## src/rtl/ipc_pkg.sv

```systemverilog
// Shared types and helper functions for the interrupt priority controller.
// Assumes interrupt numbers fit in 4 bits and vectors in 16 bits.
package ipc_pkg;

    typedef logic [1:0] lvl_t;

    localparam lvl_t LVL_LO  = 2'd0;
    localparam lvl_t LVL_HI  = 2'd1;
    localparam lvl_t LVL_DBG = 2'd2;

    // Interrupt number of ordinary slot idx: timers first, then port, then group.
    function automatic int slot_number(int idx, int n_tmr, int port_num, int grp_num);
        if (idx < n_tmr)
            return idx + 1;
        else if (idx == n_tmr)
            return port_num;
        else
            return grp_num;
    endfunction

endpackage

```

## src/rtl/ipc_regs.sv

```systemverilog
// Enable and level registers behind a one-bit-address write/read port.
// Address 0: bit DW-1 global enable, bits NSLOT-1..0 slot enables.
// Address 1: bits NSLOT-1..0 slot level bits. Unused bits read 0.
// Assumes NSLOT <= DW-2.
module ipc_regs #(
    parameter int DW    = 8,
    parameter int NSLOT = 6
) (
    input  logic             clk,
    input  logic             rst_n,
    input  logic             we_i,
    input  logic             addr_i,
    input  logic [DW-1:0]    wdata_i,
    output logic [DW-1:0]    rdata_o,
    output logic [NSLOT-1:0] en_o,
    output logic             glb_o,
    output logic [NSLOT-1:0] prio_o
);

    localparam int PAD = DW - NSLOT;

    logic [NSLOT-1:0] en_q;
    logic [NSLOT-1:0] prio_q;
    logic             glb_q;
    logic             unused_wbits;

    assign unused_wbits = ^wdata_i[DW-2:NSLOT];

    // Register update on writes; synchronous reset clears everything.
    always_ff @(posedge clk) begin
        if (!rst_n) begin
            en_q   <= '0;
            prio_q <= '0;
            glb_q  <= 1'b0;
        end else if (we_i) begin
            if (!addr_i) begin
                en_q  <= wdata_i[NSLOT-1:0];
                glb_q <= wdata_i[DW-1];
            end else begin
                prio_q <= wdata_i[NSLOT-1:0];
            end
        end
    end

    // Read multiplexer, unused positions forced to zero.
    always_comb begin
        if (!addr_i)
            rdata_o = {glb_q, {(PAD-1){1'b0}}, en_q};
        else
            rdata_o = {{PAD{1'b0}}, prio_q};
    end

    assign en_o   = en_q;
    assign glb_o  = glb_q;
    assign prio_o = prio_q;

endmodule

```

## src/rtl/ipc_arbiter.sv

```systemverilog
// Combinational selection of the winning request. The debug source wins on
// level 2. Otherwise the lowest-index qualified slot on level 1 wins, then
// the lowest-index slot on level 0. Slot index order equals interrupt
// number order.
module ipc_arbiter
    import ipc_pkg::*;
#(
    parameter int NSLOT    = 6,
    parameter int NUM_TMR  = 4,
    parameter int PORT_NUM = 12,
    parameter int GRP_NUM  = 14,
    parameter int DBG_NUM  = 15,
    parameter int NUM_W    = 4
) (
    input  logic [NSLOT-1:0] pend_i,
    input  logic [NSLOT-1:0] en_i,
    input  logic             glb_i,
    input  logic [NSLOT-1:0] prio_i,
    input  logic             dbg_i,
    output logic             win_vld_o,
    output lvl_t             win_lvl_o,
    output logic [NUM_W-1:0] win_num_o
);

    logic [NSLOT-1:0] qual;
    logic [NUM_W-1:0] slot_num [NSLOT];

    // Per-slot qualification and constant number table.
    for (genvar g = 0; g < NSLOT; g++) begin : g_slot
        assign qual[g]     = pend_i[g] & en_i[g] & glb_i;
        assign slot_num[g] = NUM_W'(slot_number(g, NUM_TMR, PORT_NUM, GRP_NUM));
    end

    // Priority scan: descending loop so that the lowest index is kept.
    always_comb begin
        logic             hi_hit;
        logic             lo_hit;
        logic [NUM_W-1:0] hi_num;
        logic [NUM_W-1:0] lo_num;
        hi_hit = 1'b0;
        lo_hit = 1'b0;
        hi_num = '0;
        lo_num = '0;
        for (int i = NSLOT - 1; i >= 0; i--) begin
            if (qual[i] && prio_i[i]) begin
                hi_hit = 1'b1;
                hi_num = slot_num[i];
            end
            if (qual[i] && !prio_i[i]) begin
                lo_hit = 1'b1;
                lo_num = slot_num[i];
            end
        end
        if (dbg_i) begin
            win_vld_o = 1'b1;
            win_lvl_o = LVL_DBG;
            win_num_o = NUM_W'(DBG_NUM);
        end else if (hi_hit) begin
            win_vld_o = 1'b1;
            win_lvl_o = LVL_HI;
            win_num_o = hi_num;
        end else begin
            win_vld_o = lo_hit;
            win_lvl_o = LVL_LO;
            win_num_o = lo_num;
        end
    end

endmodule

```

## src/rtl/ipc_service.sv

```systemverilog
// In-service level tracking and issue gating. Acknowledge of a presented
// request sets its level bit; return clears the highest set bit and arms a
// hold that lasts until the CPU reports one completed instruction.
module ipc_service
    import ipc_pkg::*;
(
    input  logic       clk,
    input  logic       rst_n,
    input  logic       ack_i,
    input  logic       reti_i,
    input  logic       done_i,
    input  logic       req_i,
    input  lvl_t       grant_lvl_i,
    input  logic       cand_vld_i,
    input  lvl_t       cand_lvl_i,
    output logic       issue_o,
    output logic [2:0] isr_o
);

    logic [2:0] isr_q;
    logic [2:0] isr_d;
    logic       hold_q;
    logic       blocked;

    // Next in-service state: clear the top bit on return, then set on acknowledge.
    always_comb begin
        isr_d = isr_q;
        if (reti_i) begin
            if (isr_q[2])      isr_d[2] = 1'b0;
            else if (isr_q[1]) isr_d[1] = 1'b0;
            else               isr_d[0] = 1'b0;
        end
        if (ack_i && req_i)
            isr_d[grant_lvl_i] = 1'b1;
    end

    // State registers for in-service bits and the post-return hold.
    always_ff @(posedge clk) begin
        if (!rst_n) begin
            isr_q  <= '0;
            hold_q <= 1'b0;
        end else begin
            isr_q <= isr_d;
            if (reti_i)
                hold_q <= 1'b1;
            else if (done_i)
                hold_q <= 1'b0;
        end
    end

    // A candidate is blocked by any active level at or above its own.
    assign blocked = |(isr_q >> cand_lvl_i);
    assign issue_o = cand_vld_i && !blocked && !hold_q && !reti_i && !ack_i;
    assign isr_o   = isr_q;

endmodule

```

## src/rtl/ipc_ctrl.sv

```systemverilog
// Top of the interrupt priority controller. Combines source flags into
// slots, arbitrates them, gates against the in-service state, and registers
// the request strobe, level, number and vector (one cycle of detection).
// Assumes single-cycle ack/reti/instr_done pulses from the CPU.
module ipc_ctrl
    import ipc_pkg::*;
#(
    parameter int          NUM_TMR    = 4,
    parameter int          GRP_W      = 5,
    parameter int          PORT_NUM   = 12,
    parameter int          GRP_NUM    = 14,
    parameter int          DBG_NUM    = 15,
    parameter int          NUM_W      = 4,
    parameter int          VEC_W      = 16,
    parameter int          VEC_OFS    = 3,
    parameter int          VEC_STRIDE = 8,
    parameter logic [15:0] ALT_BASE   = 16'h4000,
    parameter int          DW         = 8
) (
    input  logic               clk,
    input  logic               rst_n,
    input  logic [NUM_TMR:0]   src_flag_i,
    input  logic [GRP_W-1:0]   grp_flag_i,
    input  logic               dbg_req_i,
    input  logic               reg_we_i,
    input  logic               reg_addr_i,
    input  logic [DW-1:0]      reg_wdata_i,
    output logic [DW-1:0]      reg_rdata_o,
    input  logic               vec_base_sel_i,
    input  logic               ack_i,
    input  logic               reti_i,
    input  logic               instr_done_i,
    output logic               irq_req_o,
    output logic [1:0]         irq_level_o,
    output logic [NUM_W-1:0]   irq_num_o,
    output logic [VEC_W-1:0]   irq_vec_o
);

    localparam int NSLOT = NUM_TMR + 2;

    logic [NSLOT-1:0] pend_w;
    logic [NSLOT-1:0] en_w;
    logic [NSLOT-1:0] prio_w;
    logic             glb_w;
    logic             win_vld;
    lvl_t             win_lvl;
    logic [NUM_W-1:0] win_num;
    logic             issue_w;
    logic [2:0]       isr_w;
    logic [VEC_W-1:0] vec_d;

    logic             req_q;
    lvl_t             lvl_q;
    logic [NUM_W-1:0] num_q;
    logic [VEC_W-1:0] vec_q;

    assign pend_w = {|grp_flag_i, src_flag_i};

    ipc_regs #(.DW(DW), .NSLOT(NSLOT)) u_regs (
        .clk     (clk),
        .rst_n   (rst_n),
        .we_i    (reg_we_i),
        .addr_i  (reg_addr_i),
        .wdata_i (reg_wdata_i),
        .rdata_o (reg_rdata_o),
        .en_o    (en_w),
        .glb_o   (glb_w),
        .prio_o  (prio_w)
    );

    ipc_arbiter #(
        .NSLOT(NSLOT), .NUM_TMR(NUM_TMR), .PORT_NUM(PORT_NUM),
        .GRP_NUM(GRP_NUM), .DBG_NUM(DBG_NUM), .NUM_W(NUM_W)
    ) u_arb (
        .pend_i    (pend_w),
        .en_i      (en_w),
        .glb_i     (glb_w),
        .prio_i    (prio_w),
        .dbg_i     (dbg_req_i),
        .win_vld_o (win_vld),
        .win_lvl_o (win_lvl),
        .win_num_o (win_num)
    );

    ipc_service u_svc (
        .clk         (clk),
        .rst_n       (rst_n),
        .ack_i       (ack_i),
        .reti_i      (reti_i),
        .done_i      (instr_done_i),
        .req_i       (req_q),
        .grant_lvl_i (lvl_q),
        .cand_vld_i  (win_vld),
        .cand_lvl_i  (win_lvl),
        .issue_o     (issue_w),
        .isr_o       (isr_w)
    );

    // Vector address from the winning number and the selected table.
    always_comb begin
        vec_d = VEC_W'(VEC_OFS) + VEC_W'(VEC_STRIDE) * VEC_W'(win_num);
        if (vec_base_sel_i)
            vec_d = vec_d + VEC_W'(ALT_BASE);
    end

    // Output register: one cycle from detection to strobe.
    always_ff @(posedge clk) begin
        if (!rst_n) begin
            req_q <= 1'b0;
            lvl_q <= LVL_LO;
            num_q <= '0;
            vec_q <= '0;
        end else begin
            req_q <= issue_w;
            if (issue_w) begin
                lvl_q <= win_lvl;
                num_q <= win_num;
                vec_q <= vec_d;
            end
        end
    end

    assign irq_req_o   = req_q;
    assign irq_level_o = lvl_q;
    assign irq_num_o   = num_q;
    assign irq_vec_o   = vec_q;

endmodule

```

## config.mk

```make
export PLATFORM = sky130hd
export DESIGN_NAME = ipc_ctrl
export DESIGN_NICKNAME = d
export VERILOG_FILES = /design/src/rtl/ipc_pkg.sv /design/src/rtl/ipc_regs.sv /design/src/rtl/ipc_arbiter.sv /design/src/rtl/ipc_service.sv /design/src/rtl/ipc_ctrl.sv
export SDC_FILE = /design/constraint.sdc
export NUM_CORES = 1
export LEC_CHECK = 0
export ABC_AREA = 1
export BUFFER_PORTS_ARGS = -buffer_cell sky130_fd_sc_hd__buf_4
export CAP_MARGIN = 20
export CELL_PAD_IN_SITES_DETAIL_PLACEMENT = 0
export CELL_PAD_IN_SITES_GLOBAL_PLACEMENT = 1
export CORE_MARGIN = 2
export CORE_UTILIZATION = 34
export CTS_BUF_LIST = sky130_fd_sc_hd__clkbuf_8 sky130_fd_sc_hd__clkbuf_16
export DETAILED_ROUTE_END_ITERATION = 10
export PLACE_DENSITY_LB_ADDON = 0.12
export SLEW_MARGIN = 20
export SYNTH_ARGS = -nofsm -noshare
export SYNTH_HDL_FRONTEND = slang
export SYNTH_SLANG_ARGS = --single-unit
export TNS_END_PERCENT = 10
```

## constraint.sdc

```tcl
create_clock -name clk -period 1.6 [get_ports clk]
set_input_delay 0.24 -clock clk [delete_from_list [all_inputs] [get_ports clk]]
set_output_delay 0.24 -clock clk [all_outputs]
set_load 0.02 [all_outputs]
```

**Word-level counts from Yosys, hierarchy flattened**

Index checks and enable logic that the tools add are counted.

- Reduce and logical (&&, ||, !) cells: 33
- Shift operators: 1
- Bitwise operators: 14
- Mux-type cells: 40
- Add/subtract/negate cells: 2
- Order comparisons: 2

Operators with widths:

| cell | number |
|---|---|
| 4-bit two-way mux | 14 |
| 1-bit two-way mux | 19 |
| 1-bit logical AND | 18 |
| 8-bit by 15-bit adder with 16-bit output (second input constant) | 1 |
| 16-bit two-way mux | 1 |
| 1-bit AND | 12 |
| 1-bit logical NOT | 10 |
| 2-bit by 7-bit adder with 8-bit output (first input constant) | 1 |
| 8-bit two-way mux | 1 |
| 3-bit two-way mux | 2 |
| 5-bit OR reduction | 1 |
| 2-bit two-way mux | 2 |
| 2-bit AND reduction | 2 |
| 2-bit by 3-bit less-than comparator with 1-bit output (second input constant) | 1 |
| 3-bit bitwise OR | 1 |
| 3-bit OR reduction | 1 |
| 3-bit by 2-bit >> shifter with 3-bit output | 1 |
| 1-bit demux with 2-bit select | 1 |
| 2-bit by 1-bit >= comparator with 1-bit output (second input constant) | 1 |
| 2-bit nonzero test | 1 |
| 1-bit inverter | 1 |

- Input bits: 27
- Bits in registers: 40
- Logic and storage cells: 101

**Logic depth before layout (Yosys ltp)**

- Word-level depth: 19
- Gate-level depth with buffers: 13
- Depth with buffers taken out: 12

**Modules after synthesis**

From an unflattened synthesis, not the netlist that was laid out.

- Cells, all modules: 266
- Area total of the unflattened synthesis: 1711.6 sq um

By module, submodules not included:

| module | times used | area each (sq um) | cells an instance |
|---|---|---|---|
| ipc_regs | 1 | 665.6 | 97 |
| ipc_ctrl | 1 | 465.4 | 68 |
| ipc_arbiter | 1 | 372.9 | 68 |
| ipc_service | 1 | 207.7 | 33 |

**Least setup slack after synthesis**

OpenSTA, ideal clock, no wires.

- Path type: reg-to-reg
- Start: reg u_regs.glb_q, in the netlist u_regs.glb_o
- End: reg num_q[1], in the netlist irq_num_o[1]
- Data required time: 1.486 ns
- Path slack: 0.215 ns
- Period minus slack after synthesis: 1.385 ns
- Data arrival time: 1.271 ns
- Stages on the path, launching flop included: 14
- Library setup time: 0.114 ns
- Buffers on the path: 1
- Path through: dfxtp_1 buf_6 nand4_2 nand2_2 nor2_4 nand3_4 nand2_1 nand2_1 nand3_2 nand2_4 nand2_2 nand2_1 nand2_1 nor2_2

- Longest elaborated chain between the ends: 17

Ends and longest elaborated chain:

| element | line | text |
|---|---|---|
| from (decl) | ipc_regs.sv:24 | `logic glb_q;` |
| from (signal assigned) | ipc_regs.sv:38 | `glb_q <= wdata_i[DW-1];` |
| 1-bit AND | ipc_arbiter.sv:30 | `assign qual[g] = pend_i[g] & en_i[g] & glb_i;` |
| 1-bit logical AND | ipc_arbiter.sv:45 | `if (qual[i] && prio_i[i]) begin` |
| 1-bit two-way mux (6 in a row) | ipc_arbiter.sv:45 |  |
| 1-bit two-way mux | ipc_arbiter.sv:58 | `end else if (hi_hit) begin` |
| 2-bit two-way mux | ipc_arbiter.sv:54 | `if (dbg_i) begin` |
| 3-bit by 2-bit >> shifter with 3-bit output | ipc_service.sv:52 | `assign blocked = \|(isr_q >> cand_lvl_i);` |
| 3-bit OR reduction | ipc_service.sv:52 |  |
| 1-bit logical NOT | ipc_service.sv:53 | `assign issue_o = cand_vld_i && !blocked && !hold_q && !reti_i && !ack_i;` |
| 1-bit logical AND (4 in a row) | ipc_service.sv:53 |  |
| to (signal assigned) | ipc_ctrl.sv:117 | `num_q <= win_num;` |
| to (decl) | ipc_ctrl.sv:54 | `logic [NUM_W-1:0] num_q;` |

Parallel ways exist; a longest one is shown, timed or not.
A chain may end at the register's enable or synchronous reset.

**Worst setup path in the final report**

Ends and elaborated chain as after synthesis.

==> results.json <==
{
  "status": "completed",
  "finClkSkew_ns": 0.00543,
  "setup.worst_path.start": "u_regs.glb_o",
  "sw_frac_of_total": 0.303,
  "final_cell_area_um2": 2050,
  "n_antenna_cell": 0,
  "dr.pass1.iters": 4,
  "worstHoldPathType": "in2reg",
  "nets": 298,
  "gp_congestion": 0.760,
  "wire_per_inst_um": 11.1,
  "syn_to_final_growth_pct": 30.4,
  "synth_warnings": 0,
  "cap_viol_max_count": 0,
  "power_leakage_nw": 0.982,
  "grt_overflow": 0,
  "grt_pass1_vias": 1356,
  "fin_hold_ws_ns": 0.214,
  "setup_viol": 0,
  "ys_ff_latch": 26,
  "synth_top_area_share": 0.331,
  "sequentialPowerShare": 0.502,
  "crit_path_end_kind": "register",
  "cp_max_fo": 8,
  "start_util": 0.356,
  "clk_pin_slew_ns": 0.09,
  "portBuffers": 46,
  "multi_input_area_um2": 880,
  "cts_buffer_depth": 2,
  "ios": 58,
  "rows": 24,
  "finalCriticalPeriod_ns": 1.56,
  "peakVddDrop_uv": 324,
  "avgSynthCellArea_um2": 7.05,
  "drive_above_1_share": 0.338,
  "synthCells": 223,
  "cts-root-buf": "clkbuf_8",
  "die_h_um": 72.0,
  "reg2reg_to": "irq_num_o[1]",
  "tritoncts": "built",
  "worstSkewPairLatency_ns": 0.27,
  "h-tree-depth": 1,
  "postPlaceCellArea_um2": 1920,
  "syn_area_um2": 1570,
  "path_class": "reg2reg",
  "synthTopCellsByArea": "dfxtp_1, nand2_1, o21ai_0, buf_4, nor2_1",
  "die_x_um": 72.0,
  "finalCritPeriodShare": 0.978,
  "drtIter0Drc": 40,
  "cts.sinks": 26,
  "power_mw": 1.43,
  "ys_seq_area_frac": 0.331,
  "endpoint": "irq_num_o[1]",
  "cp-start-kind": "register",
  "cp.arrival_ns": 1.73,
  "final_antenna_net_count": 0,
  "ys_types": 27,
  "nFillCells": 489,
  "yosys.area.top_type": "dfxtp_1",
  "fmax_ghz": 0.639,
  "r2r_start": "u_regs.glb_o",
  "core-area_um2": 4410,
  "crit_required_ns": 1.77,
  "reg2reg_slack_ns": 0.04,
  "layout.area.seq_um2": 524,
  "pwr-share-comb": 0.238,
  "hold_viol_final": 0,
  "final.setup.tns_ns": 0,
  "route.vias.total": 1514,
  "grt_max_degree": 23,
  "dieArea_um2": 5190,
  "dp.cells": 315,
  "cts_buffers": 3,
  "routed_wl_mm": 3.58,
  "grt_first_pass_wirelength_mm": 6.04,
  "drc": 0,
  "p_int_uw": 995,
  "slew_violations": 0,
  "via_per_inst": 4.72,
  "hpwl_mm": 2.73,
  "grt_setup_unrepaired": "true",
  "reg2regPathDepth": 13,
  "grt_usage": 0.148,
  "p_sw_uw": 432,
  "p_per_area_nw_per_um2": 696,
  "antenna_found_initial": 0,
  "final_cells": 321,
  "clkPwrFrac": 0.260
}
## metal layers
| metal | wire [µm] | track usage | vias up |
|---|---|---|---|
| met1 | 1710 | 0.205 | 673 |
| met4 | 55 | 0.0566 | 0 |
| li1 | - | - | 788 |
| met2 | 1590 | 0.235 | 48 |
| met5 | 0 | 0 | - |
| met3 | 224 | 0.0208 | 5 |
## placed cells by master, fill, tap and decap left out, types with 4 or more instances in the layout
cell | Yosys | routed
conb_1 | 1 | 10
inv_2 | 4 | 4
nor2_1 | 26 | 25
inv_1 | 23 | 23
nand3_1 | 11 | 10
nand3_2 | 3 | 4
nand2_2 | 4 | 7
o21ai_0 | 26 | 26
dfxtp_1 | 26 | 25
nand2_1 | 36 | 33
buf_4 | 16 | 52
nor2_2 | 5 | 6
a21oi_1 | 17 | 17
## synth_stat cells (all sizes together)
library cell,instances
clkbuf,2
nor4,1
buf,18
or2,1
nand2,41
nor3,1
clkinv,1
nand3,17
nand3b,2
inv,27
nand4,6
dfxtp,26
o21ai,28
nor2,34
a21oi,17
conb,1
## area by class of cell
cell class,instances,share of cell area
Clock buffer,3,0.0201
Inverter,28,0.0513
Multi-Input combinational cell,158,0.429
Sequential cell,26,0.256
Tap cell,52,0.0317
Timing Repair Buffer,54,0.212
## metrics by stage
stage,worst slack (ns),util
3_3_place_gp,0.0343,0.436
3_5_place_dp,0.0179,0.436
5_1_grt,-0.103,0.465
4_1_cts,0.00159,0.451
6_report,0.0351,0.465
2_1_floorplan,0.215,-
## sequential cells by signal, indices dropped and copies added (netlist names)
signal	cells
u_regs.en_o	6
irq_req_o	1
irq_vec_o	3
irq_level_o	2
irq_num_o	3
u_regs.prio_o	6
u_svc.hold_q	1
u_regs.glb_o	1
u_svc.isr_o	3
## repair_timing
item,in CTS,in global routing
buffers inserted,1,1
resized for setup,4,6
endpoints found under the hold margin,0,0
hold buffers,0,0
pin swaps,3,9
gates cloned,0,1
setup endpoints to repair,1,8
## worst max-delay path, stage by stage (launching register included)
cell	delay [ns]
dfxtp_4	0.37
buf_12	0.15
nand4_4	0.07
nand2_2	0.07
nor2_4	0.14
nand3_4	0.11
nand2_2	0.08
nand2_2	0.05
nand3_2	0.08
nand2_4	0.09
nand2_2	0.10
nand2_1	0.05
nand2_1	0.06
nor2_2	0.03
## power by group through the flow
stage               clock network (mW)  logic, mW  registers (mW)
floorplan                            0      0.205           0.737
global placement                     0      0.329           0.728
detailed placement                   0      0.329           0.729
CTS                              0.392      0.333           0.715
global route                     0.422      0.376           0.724
finish                           0.371      0.340           0.717
## logic make-up after synthesis
kind of cell | after synthesis | share of synthesized area
simple gates | 103 | 0.366
buf+inv | 48 | 0.158
compound gates | 45 | 0.143
flops | 26 | 0.331
other cells | 1 | 0.00238
## worst min path at each step
stage / start / to / slack [ns] / cells after the start
floorplan: rst_n / irq_req_o / 0.38 / 2
global placement: irq_vec_o[1] / irq_vec_o[1] / 0.45 / 2
detailed placement: irq_vec_o[1] / irq_vec_o[1] / 0.45 / 2
CTS: instr_done_i / u_svc.hold_q / 0.21 / 4
global route: instr_done_i / u_svc.hold_q / 0.23 / 4
finish: instr_done_i / u_svc.hold_q / 0.21 / 4
No activity file was read; power rests on OpenSTA's default activity.
